--- src/rtl/ptp_ts_pkg.sv ---
`timescale 1ns / 1ps
package ptp_ts_pkg;
  // Strobes sent from control to datapath each cycle
  typedef struct packed {
    logic clear;       // synchronous clear of all time state
    logic driftApply;  // add the correction fraction this cycle
  } tsCtrl_t;
endpackage

--- src/rtl/ptp_ts_ctrl.sv ---
`timescale 1ns / 1ps
module ptp_ts_ctrl
  import ptp_ts_pkg::*;
#(
  parameter int DRIFT_W = 16
) (
  input  logic               clk,
  input  logic               rst,
  input  logic [DRIFT_W-1:0] driftRate,
  input  logic               secWrap,
  output tsCtrl_t            ctrl,
  output logic               pps
);
  logic [DRIFT_W-1:0] driftCnt;
  logic               driftHit;

  // Correction fires when the counter has run out and correction is enabled
  always_comb begin
    driftHit        = (driftCnt == '0) && (driftRate != '0);
    ctrl.clear      = rst;
    ctrl.driftApply = driftHit && !rst;
  end

  always_ff @(posedge clk) begin
    if (rst) begin
      driftCnt <= '0;
      pps      <= 1'b0;
    end else begin
      if (driftCnt != '0) begin
        driftCnt <= driftCnt - 1'b1;
      end else if (driftRate != '0) begin
        driftCnt <= driftRate - 1'b1;
      end
      // Pulse is registered alongside the seconds update it reports
      pps <= secWrap;
    end
  end
endmodule

--- src/rtl/ptp_ts_datapath.sv ---
`timescale 1ns / 1ps
module ptp_ts_datapath
  import ptp_ts_pkg::*;
#(
  parameter int SEC_W      = 48,
  parameter int NS_W       = 32,
  parameter int FNS_W      = 16,
  parameter int TOT_W      = 48,
  parameter int PER_NS_W   = 20,
  parameter int NS_PER_SEC = 1000000000
) (
  input  logic                clk,
  input  tsCtrl_t             ctrl,
  input  logic [PER_NS_W-1:0] periodNs,
  input  logic [FNS_W-1:0]    periodFns,
  input  logic [FNS_W-1:0]    driftFns,
  output logic [SEC_W-1:0]    secQ,
  output logic [NS_W-1:0]     nsQ,
  output logic [FNS_W-1:0]    fnsQ,
  output logic [TOT_W-1:0]    totQ,
  output logic                secWrap
);
  localparam int SUM_W = FNS_W + 2;
  localparam logic [NS_W-1:0] NS_LIMIT = NS_W'(NS_PER_SEC);

  logic [SUM_W-1:0] driftAdd;
  logic [SUM_W-1:0] fracSum;
  logic [NS_W-1:0]  nsStep;
  logic [NS_W-1:0]  nsSum;
  logic [NS_W-1:0]  nsNext;

  always_comb begin
    driftAdd = ctrl.driftApply ? SUM_W'(driftFns) : '0;
    fracSum  = SUM_W'(fnsQ) + SUM_W'(periodFns) + driftAdd;
    // Whole nanoseconds of this step, including up to two fraction carries
    nsStep   = NS_W'(periodNs) + NS_W'(fracSum[SUM_W-1:FNS_W]);
    nsSum    = nsQ + nsStep;
    secWrap  = (nsSum >= NS_LIMIT);
    nsNext   = secWrap ? (nsSum - NS_LIMIT) : nsSum;
  end

  always_ff @(posedge clk) begin
    if (ctrl.clear) begin
      secQ <= '0;
      nsQ  <= '0;
      fnsQ <= '0;
      totQ <= '0;
    end else begin
      fnsQ <= fracSum[FNS_W-1:0];
      nsQ  <= nsNext;
      totQ <= totQ + TOT_W'(nsStep);
      if (secWrap) begin
        secQ <= secQ + 1'b1;
      end
    end
  end
endmodule

--- src/rtl/ptp_ts_counter.sv ---
`timescale 1ns / 1ps
module ptp_ts_counter
  import ptp_ts_pkg::*;
#(
  parameter int SEC_W      = 48,
  parameter int NS_W       = 32,
  parameter int FNS_W      = 16,
  parameter int TOT_W      = 48,
  parameter int PER_NS_W   = 20,
  parameter int DRIFT_W    = 16,
  parameter int NS_PER_SEC = 1000000000,
  localparam int TS96_W    = SEC_W + NS_W + FNS_W,
  localparam int TS64_W    = TOT_W + FNS_W
) (
  input  logic                clk,
  input  logic                rst,
  input  logic [PER_NS_W-1:0] periodNs,
  input  logic [FNS_W-1:0]    periodFns,
  input  logic [DRIFT_W-1:0]  driftRate,
  input  logic [FNS_W-1:0]    driftFns,
  output logic [TS96_W-1:0]   ts96,
  output logic [TS64_W-1:0]   ts64,
  output logic                pps
);
  tsCtrl_t           ctrl;
  logic              secWrap;
  logic [SEC_W-1:0]  secQ;
  logic [NS_W-1:0]   nsQ;
  logic [FNS_W-1:0]  fnsQ;
  logic [TOT_W-1:0]  totQ;

  ptp_ts_ctrl #(
    .DRIFT_W(DRIFT_W)
  ) u_ctrl (
    .clk      (clk),
    .rst      (rst),
    .driftRate(driftRate),
    .secWrap  (secWrap),
    .ctrl     (ctrl),
    .pps      (pps)
  );

  ptp_ts_datapath #(
    .SEC_W     (SEC_W),
    .NS_W      (NS_W),
    .FNS_W     (FNS_W),
    .TOT_W     (TOT_W),
    .PER_NS_W  (PER_NS_W),
    .NS_PER_SEC(NS_PER_SEC)
  ) u_dp (
    .clk      (clk),
    .ctrl     (ctrl),
    .periodNs (periodNs),
    .periodFns(periodFns),
    .driftFns (driftFns),
    .secQ     (secQ),
    .nsQ      (nsQ),
    .fnsQ     (fnsQ),
    .totQ     (totQ),
    .secWrap  (secWrap)
  );

  assign ts96 = {secQ, nsQ, fnsQ};
  assign ts64 = {totQ, fnsQ};
endmodule

--- config.mk ---
export PLATFORM = sky130hd
export DESIGN_NAME = ptp_ts_counter
export DESIGN_NICKNAME = d
export VERILOG_FILES = /design/src/rtl/ptp_ts_pkg.sv /design/src/rtl/ptp_ts_ctrl.sv /design/src/rtl/ptp_ts_datapath.sv /design/src/rtl/ptp_ts_counter.sv
export SDC_FILE = /design/constraint.sdc
export NUM_CORES = 1
export LEC_CHECK = 0
export BUFFER_PORTS_ARGS = -buffer_cell sky130_fd_sc_hd__buf_4
export CORE_MARGIN = 2
export CORE_UTILIZATION = 30
export CTS_CLUSTER_DIAMETER = 200
export DETAILED_ROUTE_END_ITERATION = 12
export PLACE_DENSITY_LB_ADDON = 0.05
export SYNTH_ARGS = -nofsm -noshare
export SYNTH_HDL_FRONTEND = slang
export SYNTH_SLANG_ARGS = --single-unit
--- constraint.sdc ---
create_clock -name clk -period 11.9 [get_ports clk]
set_input_delay 0.595 -clock clk [delete_from_list [all_inputs] [get_ports clk]]
set_output_delay 0.595 -clock clk [all_outputs]
set_load 0.1 [all_outputs]
Yosys cells after proc, flatten, opt, wreduce, memory -nomap -nowiden. Index checks and enable logic that the tools add are counted. W data, S select, Z words.

Bits in registers: 161. Input port bits: 70.

Add/subtract/negate cells: 9. $lt $le $gt $ge: 1. Muxes and demuxes: 4. Reduce and logical (&&, ||, !) cells: 7.

Operator list (number): $add A48 B1 Y48 const B (1); $add A48 B32 Y48 (1); $mux W16 (3); $add A32 B32 Y32 (1); $ge A32 B30 Y1 const B (1); $mux W32 (1); $reduce_bool A16 Y1 (2); $sub A16 B1 Y16 const B (2); $sub A32 B30 Y32 const B (1); $add A20 B2 Y21 (1); $add A18 B18 Y18 (1); $add A16 B16 Y17 (1); $logic_not A16 Y1 (1); $logic_and A1 B1 Y1 (2); $reduce_bool A2 Y1 (1); $logic_not A1 Y1 (1).

Logic depth before layout (Yosys ltp). Gate-level depths: netlist (run 1).

Depth in word-level cells: 9. Depth in mapped cells: 45. Mapped depth without buffers: 42.

By module. From an unflattened synthesis (run 1), not the netlist that was laid out.

Cells, all modules: 1404. Area total of the unflattened synthesis: 11732.5 um^2.

Modules (own cells, without submodules): ptp_ts_datapath (times used 1, cells an instance 1251, area each 10400.0 um^2, seq. area each 2882.8 um^2); ptp_ts_ctrl (times used 1, cells an instance 137, area each 1212.4 um^2, seq. area each 340.3 um^2); ptp_ts_counter (times used 1, cells an instance 16, area each 120.1 um^2, seq. area each 0.0 um^2).

Worst setup path before layout (run 1). OpenSTA, ideal clock, no wires.

Path type: register -> register. Start point: register u_dp.fnsQ[1]. End point: register u_dp.nsQ[20]. Library setup time: 0.128 ns. Arrival time: 8.638 ns. Required time: 11.772 ns. Path slack: 3.134 ns. Cell stages (with the launch flop): 40. Path buffers: 1. Clock period less this slack: 8.766 ns. Path through: dfxtp_1 -> ha_1 -> a21o_1 -> a21oi_1 -> o21bai_1 -> a21oi_1 -> o21bai_1 -> a21oi_1 -> nor2b_1 -> o21a_1 -> o41ai_1 -> o21bai_1 -> a21oi_1 -> xnor2_1 -> ha_1 -> a21o_1 -> a31oi_1 -> o21ai_0 -> (+4 left out) -> nor3b_1 -> and3_1 -> nand2_1 -> xnor2_1 -> ha_1 -> and2_0 -> nand4_1 -> o21bai_1 -> o21ai_1 -> xor2_1 -> o2111ai_1 -> nand3_1 -> a41oi_2 -> o21a_1 -> buf_2 -> or4_1 -> xor2_1 -> nor2_1.

Cells in the longest elaborated chain, start to end: 6. Elaborated cells between the ends (all ways): 7.

Ends and longest elaborated chain: start: declaration (RTL line ptp_ts_datapath.sv:19) `output logic [FNS_W-1:0] fnsQ,`; start signal: assignment (RTL line ptp_ts_datapath.sv:49) `fnsQ <= fracSum[FNS_W-1:0];`; $add A16 B16 Y17 (*) (RTL line ptp_ts_datapath.sv:34) `fracSum = SUM_W'(fnsQ) + SUM_W'(periodFns) + driftAdd;`; $add A18 B18 Y18 (*) (RTL line ptp_ts_datapath.sv:34); $add A20 B2 Y21 (*) (RTL line ptp_ts_datapath.sv:36) `nsStep = NS_W'(periodNs) + NS_W'(fracSum[SUM_W-1:FNS_W]);`; $add A32 B32 Y32 (*) (RTL line ptp_ts_datapath.sv:37) `nsSum = nsQ + nsStep;`; $sub A32 B30 Y32 / $ge A32 B30 Y1 (equally long branches) (RTL line ptp_ts_datapath.sv:39, ptp_ts_datapath.sv:38); $mux W32 (*) (RTL line ptp_ts_datapath.sv:39) `nsNext = secWrap ? (nsSum - NS_LIMIT) : nsSum;`; end signal: assignment (RTL line ptp_ts_datapath.sv:50) `nsQ <= nsNext;`; end: declaration (RTL line ptp_ts_datapath.sv:18) `output logic [NS_W-1:0] nsQ,`.

Every way passes the cells marked *; elsewhere a longest branch is shown, timed or not. A chain may end at the register's enable or synchronous reset.

Worst setup path in the final report (run 1).
Start point: register u_ctrl.driftCnt[3]. End point: register u_dp.secQ[40].

Cells in the longest elaborated chain, start to end: 8.

Ends and longest elaborated chain: start: declaration (RTL line ptp_ts_ctrl.sv:14) `logic [DRIFT_W-1:0] driftCnt;`; start signal: assignment (RTL line ptp_ts_ctrl.sv:30) `driftCnt <= driftCnt - 1'b1;`; start signal: assignment (RTL line ptp_ts_ctrl.sv:32) `driftCnt <= driftRate - 1'b1;`; $logic_not A16 Y1 (RTL line ptp_ts_ctrl.sv:19) `driftHit = (driftCnt == '0) && (driftRate != '0);`; $logic_and A1 B1 Y1 (RTL line ptp_ts_ctrl.sv:19); $logic_and A1 B1 Y1 (RTL line ptp_ts_ctrl.sv:21) `ctrl.driftApply = driftHit && !rst;`; $mux W16 (RTL line ptp_ts_datapath.sv:33) `driftAdd = ctrl.driftApply ? SUM_W'(driftFns) : '0;`; $add A18 B18 Y18 (RTL line ptp_ts_datapath.sv:34); $add A20 B2 Y21 (RTL line ptp_ts_datapath.sv:36); $add A32 B32 Y32 (RTL line ptp_ts_datapath.sv:37); $ge A32 B30 Y1 (RTL line ptp_ts_datapath.sv:38) `secWrap = (nsSum >= NS_LIMIT);`; end signal: assignment (RTL line ptp_ts_datapath.sv:53) `secQ <= secQ + 1'b1;`; end: declaration (RTL line ptp_ts_datapath.sv:17) `output logic [SEC_W-1:0] secQ,`.

No other way between the ends.

==> flow_summary.json, run 1 <==
{
  "antenna_cells": 0,
  "cts_buffer_depth": 2,
  "final_nets": 1701,
  "critPathBufInv": 3,
  "finalCoreUtilization_pct": 37.93,
  "grt_pass1_vias": 9673,
  "grt-ovfl-total": 0,
  "clock-root-buffer": "clkbuf_16",
  "reg2regPathDepth": 41,
  "irDropWorstVdd_mv": 0.2371,
  "cts_sinks": 161,
  "worst_ep_required_time_ns": 12.27,
  "slowest_delay_ns": 0.66,
  "worstPathArrival_ns": 10.86,
  "crit_top_cell": "o21ai_0",
  "grt_use_total_pct": 16.54,
  "drive_gt1_share_pct": 18.53,
  "cp-endpoint": "u_dp.secQ[40]",
  "clk_pin_slew_ns": 0.07,
  "placementRows": 69,
  "wl_per_cell_um": 15.48,
  "drt_wl_total_um": 31290,
  "die_y_um": 194.1,
  "tns_ns": 0,
  "cts_buffers": 17,
  "viasPerCell": 5.003,
  "worstSkewPairLatency_ns": 0.45,
  "synth-main-ff-cell": "dfxtp_1",
  "pre_cts_ws_ns": 1.248,
  "syn2layout_area_growth_pct": 24.40,
  "finalSetupViolations": 0,
  "min_path_type": "in2reg",
  "avgSynthCellArea_um2": 8.023,
  "reg2reg_from": "u_ctrl.driftCnt[3]",
  "p_leak_nw": 5.872,
  "worstPathMaxFanout": 21,
  "clock-skew-final_ns": 0.01006,
  "antenna_found_initial": 0,
  "htreeDepth": 4,
  "grt_pass1_wl_um": 50780,
  "critical_path_depth": 41,
  "ys_types": 69,
  "rrSetupSlack_ns": 1.41,
  "rr_endpoint": "u_dp.secQ[40]",
  "synth_edf_count": 0,
  "die_w_um": 194.1,
  "dr.pass1.iters": 4,
  "cts_tree": "built",
  "postSynthCellCount": 1352,
  "core_area_um2": 35570,
  "status": "finished clean",
  "synth_warnings": 0,
  "layout_setup_ws_ns": 1.410,
  "clock.fmax_mhz": 95.33,
  "hold_start": "driftRate[9]",
  "drc": 0,
  "slew_viol_final": 0,
  "drv_cap": 0,
  "gp_congestion": 0.8481,
  "synthArstFlopShare_pct": 0,
  "postRouteAntennaNets": 0,
  "fin_crit_sh_pct": 88.15,
  "seq_area_frac_synth_pct": 29.72,
  "endpoint_kind": "flip-flop",
  "maxSlewHeadroom_pct": 38.72,
  "critPathLaunch": "u_ctrl.driftCnt[3]",
  "io_buffers": 230,
  "cts_hold_buf": 0,
  "io_pins": 231,
  "hold_slack_ns": 0.4431,
  "crit_family": "simple AND/OR/NAND/NOR gates",
  "crit_type": "reg2reg",
  "synth_area_um2": 10850,
  "initial_core_util_pct": 30.49,
  "grt_max_degree": 69,
  "crit_path_start_kind": "flip-flop",
  "power.density_nw_per_um2": 261.2,
  "tightest_slew_ns": 0.9192,
  "cp_slowest_cell": "nor3b_1",
  "dp_hpwl_um": 24150,
  "rsz0062_at_grt": "no",
  "ys_ff_latch": 161,
  "dieArea_um2": 37690,
  "num_vias": 10110,
  "layout_min_cycle_time_ns": 10.49,
  "initialDrtViolationCount": 320,
  "synthesis.nets": 1506,
  "hold_violations": 0
}
## how the worst min path moves through the flow
stage	end	slack, ns	cells past startpoint
floorplan	u_ctrl.driftCnt[8]	0.47	1
global placement	u_dp.secQ[47]	0.47	2
detailed placement	u_dp.secQ[47]	0.48	2
CTS	u_ctrl.driftCnt[9]	0.41	3
global route	u_ctrl.driftCnt[9]	0.46	3
finish	u_ctrl.driftCnt[9]	0.44	3
## cell families after synthesis
logic type	after synthesis	share of synthesized area (%)
AOI/OAI and AO/OA	279	16.85
xor gates and xnor gates	165	13.39
adders and majority gates	84	10.04
buffers and inverters	98	4.095
DFF	161	29.72
muxes	3	0.2999
and+or+nand+nor	562	25.61
## registers in the layout, indices dropped and copies added (netlist names)
| signal | cells |
|---|---|
| u_dp.secQ | 48 |
| u_dp.totQ | 48 |
| u_dp.nsQ | 32 |
| u_ctrl.driftCnt | 16 |
| u_dp.fnsQ | 16 |
| u_ctrl.pps | 1 |
## metrics by stage
stage                     total power, mW  cells  area [um2]
after global placement              2.983   1989       12900
after detailed placement            2.966   1989       12900
final                               3.524   2021       13490
after global routing                3.765   2021       13490
after floorplan                     2.529   1352       10850
after CTS                           3.560   2021       13490
## power breakdown
group          switching (mW)  total (mW)  internal, mW
Combinational            1.54        2.21         0.670
Sequential             0.0961       0.744         0.648
Clock                   0.244       0.566         0.322
## area by class of cell
cell class / instances / area [um2]
clock inverters: 11 / 127.6
repair buffers: 235 / 1764
flip-flops and latches: 161 / 3223
clock buffers: 21 / 460.4
well taps: 461 / 576.8
inverters: 39 / 146.4
multi-input cells: 1093 / 7194
fillers: 3764 / 22080
## layer usage
metal | wire length, um | up-vias | global-route usage, %
li1 | - | 5190 | -
met1 | 15450 | 4706 | 22.46
met2 | 14210 | 191 | 26.84
met3 | 1182 | 25 | 2.766
met4 | 450 | 0 | 4.910
met5 | 0 | - | 0
## layout by cell type (no fill, tap or decap), types with 11 or more instances in the layout
cell type  count
xnor2_1       77
nand3_1       61
o21ai_0       45
nand4_1       44
o21bai_1      16
o21a_1        11
nor2b_1       13
dfxtp_1      161
nor3_1        22
or3_1         17
and3_1        42
and2_1        31
inv_1         39
a21oi_1       91
ha_1          79
a21o_1        27
clkbuf_16     17
xor2_1        87
buf_4        235
nor2_1       185
nand2_1       92
## cell usage after synthesis, drive strengths merged (11+ instances only)
library cell,number,share of area [%]
o21ai,52,2.5
nand4,44,2.5
a21oi,91,4.2
o21a,11,0.76
buf,27,1.6
a21o,27,1.9
or3,17,0.98
o21bai,16,1.1
nor2,185,6.4
a211oi,11,0.85
nand2,93,3.3
nor2b,13,0.75
and3,42,2.4
nand3,61,2.8
inv,39,1.3
xor2,88,7.2
xnor2,77,6.2
clkbuf,32,1.1
nor3,23,1.1
and2,33,1.9
a31oi,11,0.63
dfxtp,161,30
ha,79,9.1
## what timing repair did
item / 4_1_cts / 5_1_grt
setup buffers: 0 / 0
endpoints found under the setup margin: 0 / 2
gates resized for setup: 0 / 1
## worst min-delay path: stages
cell,delay [ns]
buf_4,0.13
nand2_1,0.05
a31oi_1,0.06
(Power assumes the default switching activity.)
==> inputs of run 2 (changes only) <==
CORE_MARGIN = default   (was 2)
CORE_UTILIZATION = 48   (was 30)
==> flow_summary.json, run 2 (synthesized netlist as in run 1, its figures left out) <==
{
  "power.density_nw_per_um2": 262.8,
  "clock-skew-final_ns": 0.01843,
  "viasPerCell": 5.467,
  "grt-ovfl-total": 0,
  "drive_gt1_share_pct": 18.46,
  "status": "complete, but fails checks",
  "clock.fmax_mhz": 93.53,
  "worstPathMaxFanout": 38,
  "syn2layout_area_growth_pct": 22.29,
  "cp_slowest_cell": "and4_1",
  "drc": 14,
  "core_area_um2": 21960,
  "rsz0062_at_grt": "no",
  "layout.area.seq_um2": 3223,
  "cts_resized": 0,
  "stdcell_area_um2": 13260,
  "cts_hold_buf": 0,
  "gp_congestion": 0.8765,
  "power_mw": 3.485,
  "placed_area_um2": 12670,
  "wl_per_cell_um": 14.94,
  "cts_buffer_depth": 2,
  "drt_wl_total_um": 27480,
  "die_w_um": 152.3,
  "final_nets": 1701,
  "io_buffers": 230,
  "antenna_found_initial": 0,
  "dieArea_um2": 23200,
  "tightest_slew_ns": 0.8487,
  "antenna_cells": 0,
  "finalSetupViolations": 0,
  "layout_commonest_cell": "buf_4",
  "dp_hpwl_um": 20880,
  "initial_core_util_pct": 49.40,
  "switching_share_pct": 54.08,
  "irDropWorstVdd_mv": 0.1980,
  "layout_min_cycle_time_ns": 10.69,
  "reg_top3": "u_dp.secQ x48, u_dp.totQ x48, u_dp.nsQ x32",
  "pwr-share-comb_pct": 63.1,
  "drv_cap": 0,
  "endpoint_kind": "flip-flop",
  "critPathBufInv": 4,
  "internal-power_mw": 1.600,
  "tns_ns": 0,
  "p_leak_nw": 5.876,
  "clock-root-buffer": "clkbuf_16",
  "grt_max_degree": 70,
  "seqPwrFrac_pct": 21.2,
  "grt_pass1_wl_um": 45920,
  "multi_input_area_um2": 7187,
  "slew_viol_final": 0,
  "htreeDepth": 4,
  "crit_top_cell": "o21ai_0",
  "num_vias": 10060,
  "die_y_um": 152.3,
  "post-cts-setup-buffers": 0,
  "worst_ep_required_time_ns": 12.26,
  "min_path_type": "in2reg",
  "fillers": 2060,
  "grt_pass1_vias": 9388,
  "placementRows": 54,
  "p_sw_mw": 1.885,
  "crit_path_start_kind": "flip-flop",
  "grt_use_total_pct": 23.74,
  "postRouteAntennaNets": 0,
  "cts_sinks": 161,
  "hold_slack_ns": 0.4435,
  "clk_pin_slew_ns": 0.08,
  "final_cell_mix": "235 x buf_4, 185 x nor2_1, 161 x dfxtp_1",
  "maxSlewHeadroom_pct": 43.42,
  "crit_family": "simple AND/OR/NAND/NOR gates",
  "initialDrtViolationCount": 517,
  "worstPathArrival_ns": 11.05,
  "dr.pass1.iters": 9,
  "crit_type": "reg2reg",
  "slowest_delay_ns": 0.72,
  "io_pins": 231,
  "hold_violations": 0,
  "cts_buffers": 17,
  "power_frac_clock_pct": 15.7,
  "worstSkewPairLatency_ns": 0.43,
  "fin_crit_sh_pct": 89.85,
  "violations": "design-rule violations",
  "cts_tree": "built"
}
-- run 2: final timing paths --
kind	slack (ns)	to	cells past startpoint	startpoint
worst min register to register	0.49	u_dp.totQ[47]	2	u_dp.totQ[47]
worst min-delay path	0.44	u_ctrl.driftCnt[9]	3	driftRate[9]
worst max register to register	1.21	u_dp.secQ[34]	42	u_ctrl.driftCnt[3]
worst max-delay path	1.21	u_dp.secQ[34]	42	u_ctrl.driftCnt[3]
-- run 2: per-layer routing --
layer / global-route usage [%] / share of wire, %
met1: 33.29 / 49
met2: 38.18 / 46
met4: 4.956 / 0.97
met5: 0 / 0
met3: 3.953 / 4.5
-- run 2: power by group through the flow --
stage | clock (mW) | combinational (mW) | sequential, mW
2_1_floorplan | 0 | 1.22 | 1.31
3_3_place_gp | 0 | 2.18 | 0.750
3_5_place_dp | 0 | 2.18 | 0.748
4_1_cts | 0.563 | 2.20 | 0.737
5_1_grt | 0.586 | 2.38 | 0.751
6_report | 0.548 | 2.20 | 0.738
-- run 2: metrics by stage --
step | utilization (%) | worst slack [ns] | instances
2_1_floorplan | - | 3.134 | 1352
3_3_place_gp | 57.70 | 1.675 | 1808
3_5_place_dp | 57.70 | 1.350 | 1808
4_1_cts | 60.40 | 1.264 | 1840
5_1_grt | 60.40 | 0.06565 | 1840
6_report | 60.40 | 1.208 | 1840
-- run 2: layout make-up --
class,count,area share (%)
multi-input combinational,1093,54.18
sequential,161,24.30
timing repair buffer,235,13.30
clock buffer,18,3.236
tap,280,2.641
clock inverter,14,1.236
inverter,39,1.104
-- run 2: worst min-delay path, stage by stage --
cell and delay, ns:
buf_4 0.12, nand2_1 0.05, a31oi_1 0.06
